--- config.mk ---
export PLATFORM = sky130hd
export DESIGN_NAME = link_pwr_sequencer
export DESIGN_NICKNAME = d
export VERILOG_FILES = /design/src/rtl/lps_pkg.sv /design/src/rtl/lps_done_watchdog.sv /design/src/rtl/lps_req_ctrl.sv /design/src/rtl/lps_tx_gate.sv /design/src/rtl/link_pwr_sequencer.sv
export SDC_FILE = /design/constraint.sdc
export NUM_CORES = 1
export LEC_CHECK = 0
export BUFFER_PORTS_ARGS = -buffer_cell sky130_fd_sc_hd__buf_2
export CORE_ASPECT_RATIO = 2
export CORE_MARGIN = 2
export CORE_UTILIZATION = 60
export DETAILED_ROUTE_END_ITERATION = 7
export GPL_TIMING_DRIVEN = 0
export PLACE_DENSITY = 0.85
export SLEW_MARGIN = 10
export SYNTH_ARGS = -nofsm -noshare
export SYNTH_HDL_FRONTEND = slang
export SYNTH_SLANG_ARGS = --single-unit
--- constraint.sdc ---
create_clock -name clk -period 5.45 [get_ports clk]
set_input_delay 1.09 -clock clk [delete_from_list [all_inputs] [get_ports clk]]
set_output_delay 1.09 -clock clk [all_outputs]
set_load 0.005 [all_outputs]
--- src/rtl/lps_pkg.sv ---
package lps_pkg;
  typedef enum logic [1:0] {
    PS_P0  = 2'b00,
    PS_P0S = 2'b01,
    PS_P1  = 2'b10,
    PS_P2  = 2'b11
  } pstate_e;
endpackage

--- src/rtl/lps_done_watchdog.sv ---
module lps_done_watchdog #(
  parameter int TW = 16
) (
  input  logic          clk,
  input  logic          rst_n,
  input  logic          start,
  input  logic          busy,
  input  logic          phy_done,
  input  logic [TW-1:0] limit,
  output logic          expire
);
  localparam int CW = TW + 1;

  logic [TW-1:0] cnt_q;
  logic [CW-1:0] cnt_nxt;

  // cycles spent waiting, counting the one now ending
  assign cnt_nxt = {1'b0, cnt_q} + {{TW{1'b0}}, 1'b1};
  assign expire  = busy && !phy_done && (cnt_nxt >= {1'b0, limit});

  always_ff @(posedge clk or negedge rst_n) begin
    if (!rst_n)               cnt_q <= '0;
    else if (start)           cnt_q <= '0;
    else if (busy && !expire) cnt_q <= cnt_nxt[TW-1:0];
  end

  // the count never runs past the limit while a transition waits
  a_r9_count_bound: assert property (@(posedge clk) disable iff (!rst_n)
    (busy && $stable(limit) && limit != '0) |-> (cnt_q < limit));
endmodule

--- src/rtl/lps_req_ctrl.sv ---
module lps_req_ctrl
  import lps_pkg::*;
(
  input  logic    clk,
  input  logic    rst_n,
  input  logic    req_valid,
  input  pstate_e req_state,
  output logic    req_ready,
  input  logic    phy_done,
  input  logic    expire,
  output logic    start,
  output logic    busy_q,
  output pstate_e pd_q,
  output pstate_e cur_q,
  output logic    err_timeout_q
);
  assign req_ready = !busy_q;
  assign start     = req_valid && !busy_q;

  always_ff @(posedge clk or negedge rst_n) begin
    if (!rst_n) begin
      busy_q        <= 1'b0;
      pd_q          <= PS_P2;
      cur_q         <= PS_P2;
      err_timeout_q <= 1'b0;
    end else if (busy_q && phy_done) begin
      cur_q  <= pd_q;
      busy_q <= 1'b0;
    end else if (expire) begin
      busy_q        <= 1'b0;
      pd_q          <= cur_q;
      err_timeout_q <= 1'b1;
    end else if (start) begin
      pd_q   <= req_state;
      busy_q <= 1'b1;
    end
  end

  // an accepted request appears on the powerdown code next cycle
  a_r2_issue: assert property (@(posedge clk) disable iff (!rst_n)
    start |=> (busy_q && pd_q == $past(req_state)));
  // a waiting transition keeps its code whatever arrives on the request side
  a_r3_hold_off: assert property (@(posedge clk) disable iff (!rst_n)
    (busy_q && !phy_done && !expire) |=> (busy_q && $stable(pd_q)));
  // the confirmed state moves only on completion
  a_r4_state_on_done: assert property (@(posedge clk) disable iff (!rst_n)
    !(busy_q && phy_done) |=> $stable(cur_q));
  // expiry releases busy, flags and restores the previous code
  a_r9_timeout: assert property (@(posedge clk) disable iff (!rst_n)
    expire |=> (!busy_q && err_timeout_q && pd_q == $past(cur_q)));
  // timeout error is sticky
  a_r10_to_sticky: assert property (@(posedge clk) disable iff (!rst_n)
    err_timeout_q |=> err_timeout_q);
endmodule

--- src/rtl/lps_tx_gate.sv ---
module lps_tx_gate
  import lps_pkg::*;
(
  input  logic    clk,
  input  logic    rst_n,
  input  pstate_e cur,
  input  logic    want_detlb,
  input  logic    want_idle,
  input  logic    want_beacon,
  output logic    tx_detlb_q,
  output logic    tx_idle_q,
  output logic    err_illegal_q
);
  logic det_d, idle_d, bad_d;

  always_comb begin
    det_d  = 1'b0;
    idle_d = 1'b1;
    bad_d  = 1'b0;
    unique case (cur)
      PS_P0: begin
        det_d  = want_detlb;
        idle_d = want_idle;
      end
      PS_P0S: begin
        bad_d = want_detlb || !want_idle;
      end
      PS_P1: begin
        det_d = want_detlb;
        bad_d = !want_idle;
      end
      PS_P2: begin
        idle_d = !want_beacon;
        bad_d  = want_detlb;
      end
      default: ;
    endcase
  end

  always_ff @(posedge clk or negedge rst_n) begin
    if (!rst_n) begin
      tx_detlb_q    <= 1'b0;
      tx_idle_q     <= 1'b1;
      err_illegal_q <= 1'b0;
    end else begin
      tx_detlb_q <= det_d;
      tx_idle_q  <= idle_d;
      if (bad_d) err_illegal_q <= 1'b1;
    end
  end

  // legal levels forced in P0s
  a_r6_p0s_levels: assert property (@(posedge clk) disable iff (!rst_n)
    (cur == PS_P0S) |=> (!tx_detlb_q && tx_idle_q));
  // electrical idle held in P1
  a_r7_p1_idle: assert property (@(posedge clk) disable iff (!rst_n)
    (cur == PS_P1) |=> tx_idle_q);
  // idle only dropped for a beacon in P2
  a_r8_p2_idle: assert property (@(posedge clk) disable iff (!rst_n)
    (cur == PS_P2) |=> (tx_idle_q == !$past(want_beacon) && !tx_detlb_q));
  // illegal-control error is sticky
  a_r10_ill_sticky: assert property (@(posedge clk) disable iff (!rst_n)
    err_illegal_q |=> err_illegal_q);
endmodule

--- src/rtl/link_pwr_sequencer.sv ---
module link_pwr_sequencer
  import lps_pkg::*;
#(
  parameter int TW = 16
) (
  input  logic          clk,
  input  logic          rst_n,
  input  logic          req_valid,
  output logic          req_ready,
  input  logic [1:0]    req_state,
  input  logic          want_detlb,
  input  logic          want_idle,
  input  logic          want_beacon,
  input  logic [TW-1:0] done_limit,
  input  logic          phy_done,
  output logic [1:0]    phy_powerdown,
  output logic          phy_tx_detlb,
  output logic          phy_tx_idle,
  output logic [1:0]    cur_state,
  output logic          busy,
  output logic          err_illegal,
  output logic          err_timeout
);
  logic    start, expire, busy_w;
  pstate_e pd_w, cur_w;

  lps_req_ctrl u_ctrl (
    .clk           (clk),
    .rst_n         (rst_n),
    .req_valid     (req_valid),
    .req_state     (pstate_e'(req_state)),
    .req_ready     (req_ready),
    .phy_done      (phy_done),
    .expire        (expire),
    .start         (start),
    .busy_q        (busy_w),
    .pd_q          (pd_w),
    .cur_q         (cur_w),
    .err_timeout_q (err_timeout)
  );

  lps_done_watchdog #(.TW(TW)) u_wdog (
    .clk      (clk),
    .rst_n    (rst_n),
    .start    (start),
    .busy     (busy_w),
    .phy_done (phy_done),
    .limit    (done_limit),
    .expire   (expire)
  );

  lps_tx_gate u_gate (
    .clk           (clk),
    .rst_n         (rst_n),
    .cur           (cur_w),
    .want_detlb    (want_detlb),
    .want_idle     (want_idle),
    .want_beacon   (want_beacon),
    .tx_detlb_q    (phy_tx_detlb),
    .tx_idle_q     (phy_tx_idle),
    .err_illegal_q (err_illegal)
  );

  assign phy_powerdown = pd_w;
  assign cur_state     = cur_w;
  assign busy          = busy_w;

  // never ready while a transition is outstanding
  a_r3_ready_busy: assert property (@(posedge clk) disable iff (!rst_n)
    (busy && $past(busy) && !$past(phy_done)) |-> !req_ready);
endmodule

[Word-level counts from Yosys, hierarchy flattened]
Index checks and enable logic that the tools add are counted.
Word-level totals
  bits in registers: 25
  input bits: 25
Cells by class
  bitwise logic cells: 1
  add/sub/neg operators: 1
  reductions and logical operators: 18
  multiplexer cells: 10
  $lt $le $gt $ge: 1
  equality and inequality tests: 3
Operators by type and width (count)
  16-bit two-way mux: 2
  16-bit by 1-bit adder with 17-bit output, second input constant: 1
  17-bit by 16-bit >= comparator with 1-bit output: 1
  1-bit logical AND: 5
  1-bit logical NOT: 5
  2-bit == test, second input constant: 2
  1-bit two-way mux: 4
  2-bit two-way mux: 2
  2-bit AND reduction: 2
  2-bit nonzero test: 2
  1-bit case mux with 3 select lines: 1
  3-bit nonzero test: 1
  2-bit by 1-bit == test with 1-bit output, second input constant: 1
  2-bit logical NOT: 1
  1-bit case mux with 2 select lines: 1
  2-bit OR reduction: 1
  1-bit logical OR: 1
  1-bit NOT: 1

[Depth between registers and ports, before layout]
  depth after elaboration: 7
  gate-level depth with buffers: 15

[Hierarchy]
From an unflattened synthesis, not the netlist that was laid out.
Second synthesis, totals
  cells, all modules: 251
  area, all modules: 2200.9 um^2
By module, submodules not included
  lps_done_watchdog: cells each 212, seq. area each 400.4 um^2, area each 1724.2 um^2, times used 1
  lps_req_ctrl: cells each 21, seq. area each 155.1 um^2, area each 274.0 um^2, times used 1
  lps_tx_gate: cells each 18, seq. area each 76.3 um^2, area each 202.7 um^2, times used 1

[Worst setup path before layout]
OpenSTA, ideal clock, no wires.
  path type: register -> register
  start point: register u_wdog.cnt_q[0]
  end point: register u_wdog.cnt_q[6]
  setup time: 0.121 ns
  setup slack: 2.150 ns
  data arrival time: 3.179 ns
  stages on the path, launching flop included: 14
  buffers on the path: 0
  cell sequence: dfrtp_1 > ha_1 > inv_1 > or4_1 > nor2_1 > nand3_1 > xnor2_1 > ha_1 > a21o_1 > a21oi_1 > o211a_1 > a31oi_4 > a21o_4 > a32o_2
Between the ends
  word-level cells in the longest chain between the ends: 6
  elaborated cells on any way between the ends: 8
  those cells by class: add/sub: 1; order compare: 1; mux: 2; reduce/logical: 4
RTL lines
  start, declared: line lps_done_watchdog.sv:14  | logic [TW-1:0] cnt_q;
  start signal, assigned: line lps_done_watchdog.sv:24  | else if (busy && !expire) cnt_q <= cnt_nxt[TW-1:0];
  16-bit by 1-bit adder with 17-bit output (*): line lps_done_watchdog.sv:18  | assign cnt_nxt = {1'b0, cnt_q} + {{TW{1'b0}}, 1'b1};
  17-bit by 16-bit >= comparator with 1-bit output: line lps_done_watchdog.sv:19  | assign expire = busy && !phy_done && (cnt_nxt >= {1'b0, limit});
  1-bit logical AND: line lps_done_watchdog.sv:19
  1-bit logical NOT: line lps_done_watchdog.sv:24
  1-bit logical AND: line lps_done_watchdog.sv:24
  2-bit nonzero test (no line)
Mark *: on every way between the ends. The rest lies on a longest branch, timed or not. The select of a mux whose other input is x is not followed.
A chain may end at the register's enable or synchronous reset.

[Final worst setup path]
  start point: register u_wdog.cnt_q[0]
  end point: register u_wdog.cnt_q[9]
Same word-level chain as after synthesis.

==> results.txt <==
* Wire length of the first global-routing pass: ~6.9 mm
- Number of global-route vias before repair: approximately 1700
* Critical path's most frequent cell: ha_1
- Setup repair after global routing left no endpoint under its margin.
* Max Cap Viol: 0
* Width of the die: roughly 43 um
* Fin crit period: approximately 3.7 ns
- Global-route usage over all layers: about a quarter
* Routed length per placed instance: 14.6 um
- STA classifies the critical path startpoint as a flip-flop.
- Summed over all layers, the global routing overflow is 0.
* DR iter-0 viols: 30
- 35 I/O pins were placed.
- Dividing the detail-routed via count by the number of cells gives ~6.
- Clock-pin slew on the worst setup and hold paths: 0.10 ns
- Clock tree synthesis found a total of 25 sinks.
* Final number of max-transition violations: 0
* Share of layout cells above drive strength 1: 23.3%
- In this run the most critical hold path is launched from u_ctrl.err_timeout_q.
- Number of enable-type register cells in the synthesized netlist: 0
- The final route contains 1595 vias.
- The region available for standard cell placement spans between 2000 and 3000 um^2.
* Mapped cell area: between 1500 and 2000 um^2
- In this run the worst hold path is classified as reg2reg.
* Fin Hold WS: between 0.4 and 0.5 ns
- Once detail routing completed, the nets flagged for antenna violations numbered 0.
- In this run the tightest slew margin relative to its limit is between 60% and 70%.
- Diodes inserted: 0
* DP Wirelength: between 3 and 4 mm
- Number of fillers in the final layout: roughly 250
* PortBufs: 34
- For this run, asynchronously set or reset flops after synthesis account for 100%.
- In this run the mean area of a mapped cell was 9.44 um^2.
- Post-CTS Repair Setup Buffers: 0
* Register-to-register setup slack: around 1.7 ns
* Final #Nets: 283
- In this run the power density over the cells is approximately 250 nW/um^2.
- Number of buffers added to fix hold violations after cts: 0
- TritonCTS clock tree: done
- In the layout the commonest cells are buf_2 (34), inv_1 (23), ha_1 (21), dfrtp_1 (20), nand2_1 (18).
- CP arrival: ~4 ns
* Initial antenna violation count: 0
- Top_reg_cell synth: dfrtp_1
- The die covers 3610 um^2.
- Yosys warning count: 0
- Number of H-tree levels: 1
- First-pass iteration count of the detailed router: 4
- In the finished design, the share of the clock period the worst path needs comes to about 69%.
- Counting flops and latches in the post-synthesis netlist gives 25.
- Summing internal, switching and leakage power gives around 0.53 mW.
- Sink of the worst hold path: u_ctrl.err_timeout_q
- The worst register-to-register path begins at u_wdog.cnt_q[0].
- For the pin with the worst max-slew slack, the measured transition is 0.555 ns.
- DRC violations left: 0
- STA classifies the critical path endpoint as a flip-flop.
- Total negative slack: 0 ns
- Measured on the finished design, the core utilization comes to between 70% and 80%.
- No sink is reached through more buffers than the 2 on the longest clock path.
- Synthesis produced a netlist with a net count of ~240.
* Fin. Hold Viols: 0
- Number of unique standard cell types used by synthesis: between 40 and 50
* Hold Path Depth: 1
- Cell Chain, Critical Path: ha_1 > inv_1 > or4_1 > nor2_1 > nand3_1 > xnor2_1 > ha_1 > a21o_1 > a21oi_1 > o211a_1 > a31oi_4 > a21o_4 > a32o_2
- Once the floorplan was initialized, standard cells occupied between 60% and 70% of the core.
* CP Max Fanout: 9
- The sequential cells in the finished layout cover a total of 632 um^2.
* Number of gates resized after CTS: 0
- Entering global routing, the biggest net connects 26 pins.
* Max incr delay on CP: between 0.6 and 0.7 ns
- The area growth from synthesis to layout is 13.7%.
- Total clock buffers created by CTS: 3
- Chip height: between 80 and 90 um
* Leakage power summed over all cells: approximately 1.1 nW
* Maximum clock frequency: roughly 270 MHz
- Critical path data required time: around 5.6 ns
- The tree is rooted in a clkbuf_8.
- Across the VDD grid, the largest voltage drop is 0.267 mV.
* Reg-to-reg critical path endpoint: u_wdog.cnt_q[9]
- Setup violations remaining at the end of the flow were counted as 0.
* Leading cell type in the layout, fill and taps excluded: buf_2
- Number of cells produced by synthesis: ~200
- The final layout contains routed wiring with a total length of 3.90 mm.
- Area of the multi-input gates: approximately 1100 um^2
- Run status: complete, no violations
- Part of the Yosys area used for sequential elements: approximately a third
* WS Path Type: reg2reg
* Cell with the biggest individual delay on the critical path: or4_1
- Final setup skew: around 0.009 ns
- The congestion estimate from routability-driven global placement came to slightly above 0.8.
- Std cell rows: 28
- Measured in cells, the most critical reg-to-reg path has a length of 13.
- Skew-Pair Late Insertion Delay: between 0.2 and 0.3 ns
registers in the layout, summed over array words and instances (netlist names):
signal / cells
u_gate.err_illegal_q: 1
u_gate.tx_detlb_q: 1
u_ctrl.pd_q: 2
u_ctrl.busy_q: 1
u_ctrl.err_timeout_q: 1
u_wdog.cnt_q: 16
u_ctrl.cur_q: 2
u_gate.tx_idle_q: 1
final cells by class:
class | instances | area share, %
timing repair buffer | 34 | 8.00
multi-input combinational | 147 | 53.3
sequential | 25 | 29.7
tap | 30 | 1.77
clock inverter | 1 | 0.353
inverter | 23 | 4.06
clock buffer | 3 | 1.94
buffer | 3 | 0.883
metal layers:
layer / vias to the layer above / track usage, % / part of all wire, % / wire [um]
met5: - / 0 / 0 / 0
met4: 0 / 14.9 / 3.5 / 136
met3: 12 / 2.39 / 3.6 / 140
met2: 44 / 43.7 / 55 / 2140
met1: 749 / 26.6 / 38 / 1480
li1: 790 / - / - / -
worst max-delay path by stage:
stage / from / endpoint / slack (ns) / cells past startpoint
detailed placement: u_wdog.cnt_q[0] / u_wdog.cnt_q[6] / 1.73 / 13
floorplan: u_wdog.cnt_q[0] / u_wdog.cnt_q[6] / 2.15 / 13
global route: u_wdog.cnt_q[0] / u_wdog.cnt_q[8] / 1.45 / 15
global placement: u_wdog.cnt_q[0] / u_wdog.cnt_q[6] / 1.83 / 13
CTS: u_wdog.cnt_q[0] / u_wdog.cnt_q[9] / 1.70 / 13
finish: u_wdog.cnt_q[0] / u_wdog.cnt_q[9] / 1.71 / 13
through the flow:
step / setup slack [ns] / area, um^2 / instances
after floorplan: 2.15 / 1870 / 198
after global placement: 1.83 / 2080 / 262
after detailed placement: 1.73 / 2080 / 262
after CTS: 1.70 / 2130 / 266
after global routing: 1.45 / 2130 / 266
final: 1.71 / 2130 / 266
cell usage after synthesis (3+ instances only):
| cell | number | share of area (%) |
|---|---|---|
| dfstp_2 | 5 | 7.0 |
| nand2_1 | 18 | 3.6 |
| a32o_1 | 3 | 1.6 |
| o21ai_0 | 8 | 2.1 |
| xor2_1 | 5 | 2.3 |
| ha_1 | 21 | 14 |
| a21oi_1 | 8 | 2.1 |
| a21o_1 | 3 | 1.2 |
| nand3_1 | 12 | 3.2 |
| nand2b_1 | 3 | 1.0 |
| inv_1 | 23 | 4.6 |
| o211ai_1 | 8 | 3.2 |
| dfrtp_1 | 20 | 27 |
| xnor2_1 | 10 | 4.7 |
| o31ai_1 | 7 | 2.8 |
| mux2i_1 | 3 | 1.6 |
| nor2_1 | 10 | 2.0 |
critical path, delay by kind of cell (launching register included):
family,cells,cell delay (ns)
simple gates,3,1.03
compound gates,6,1.30
xor+xnor,1,0.18
buf+inv,1,0.10
fa+ha+maj,2,0.55
flops,1,0.47
logic make-up after synthesis:
family,Yosys count,share of synthesized area [%]
xor+xnor,15,7.03
buf+inv,26,5.62
compound gates,53,22.4
simple gates,55,15.5
flops,25,33.8
mux,3,1.61
fa+ha+maj,21,14.1
power by group:
| part | internal [mW] | switching (mW) | total, mW |
|---|---|---|---|
| combinational | 0.0726 | 0.0890 | 0.162 |
| sequential | 0.220 | 0.0295 | 0.250 |
| clock | 0.0520 | 0.0642 | 0.116 |
Note: power is estimated with default switching activity, not from simulation.
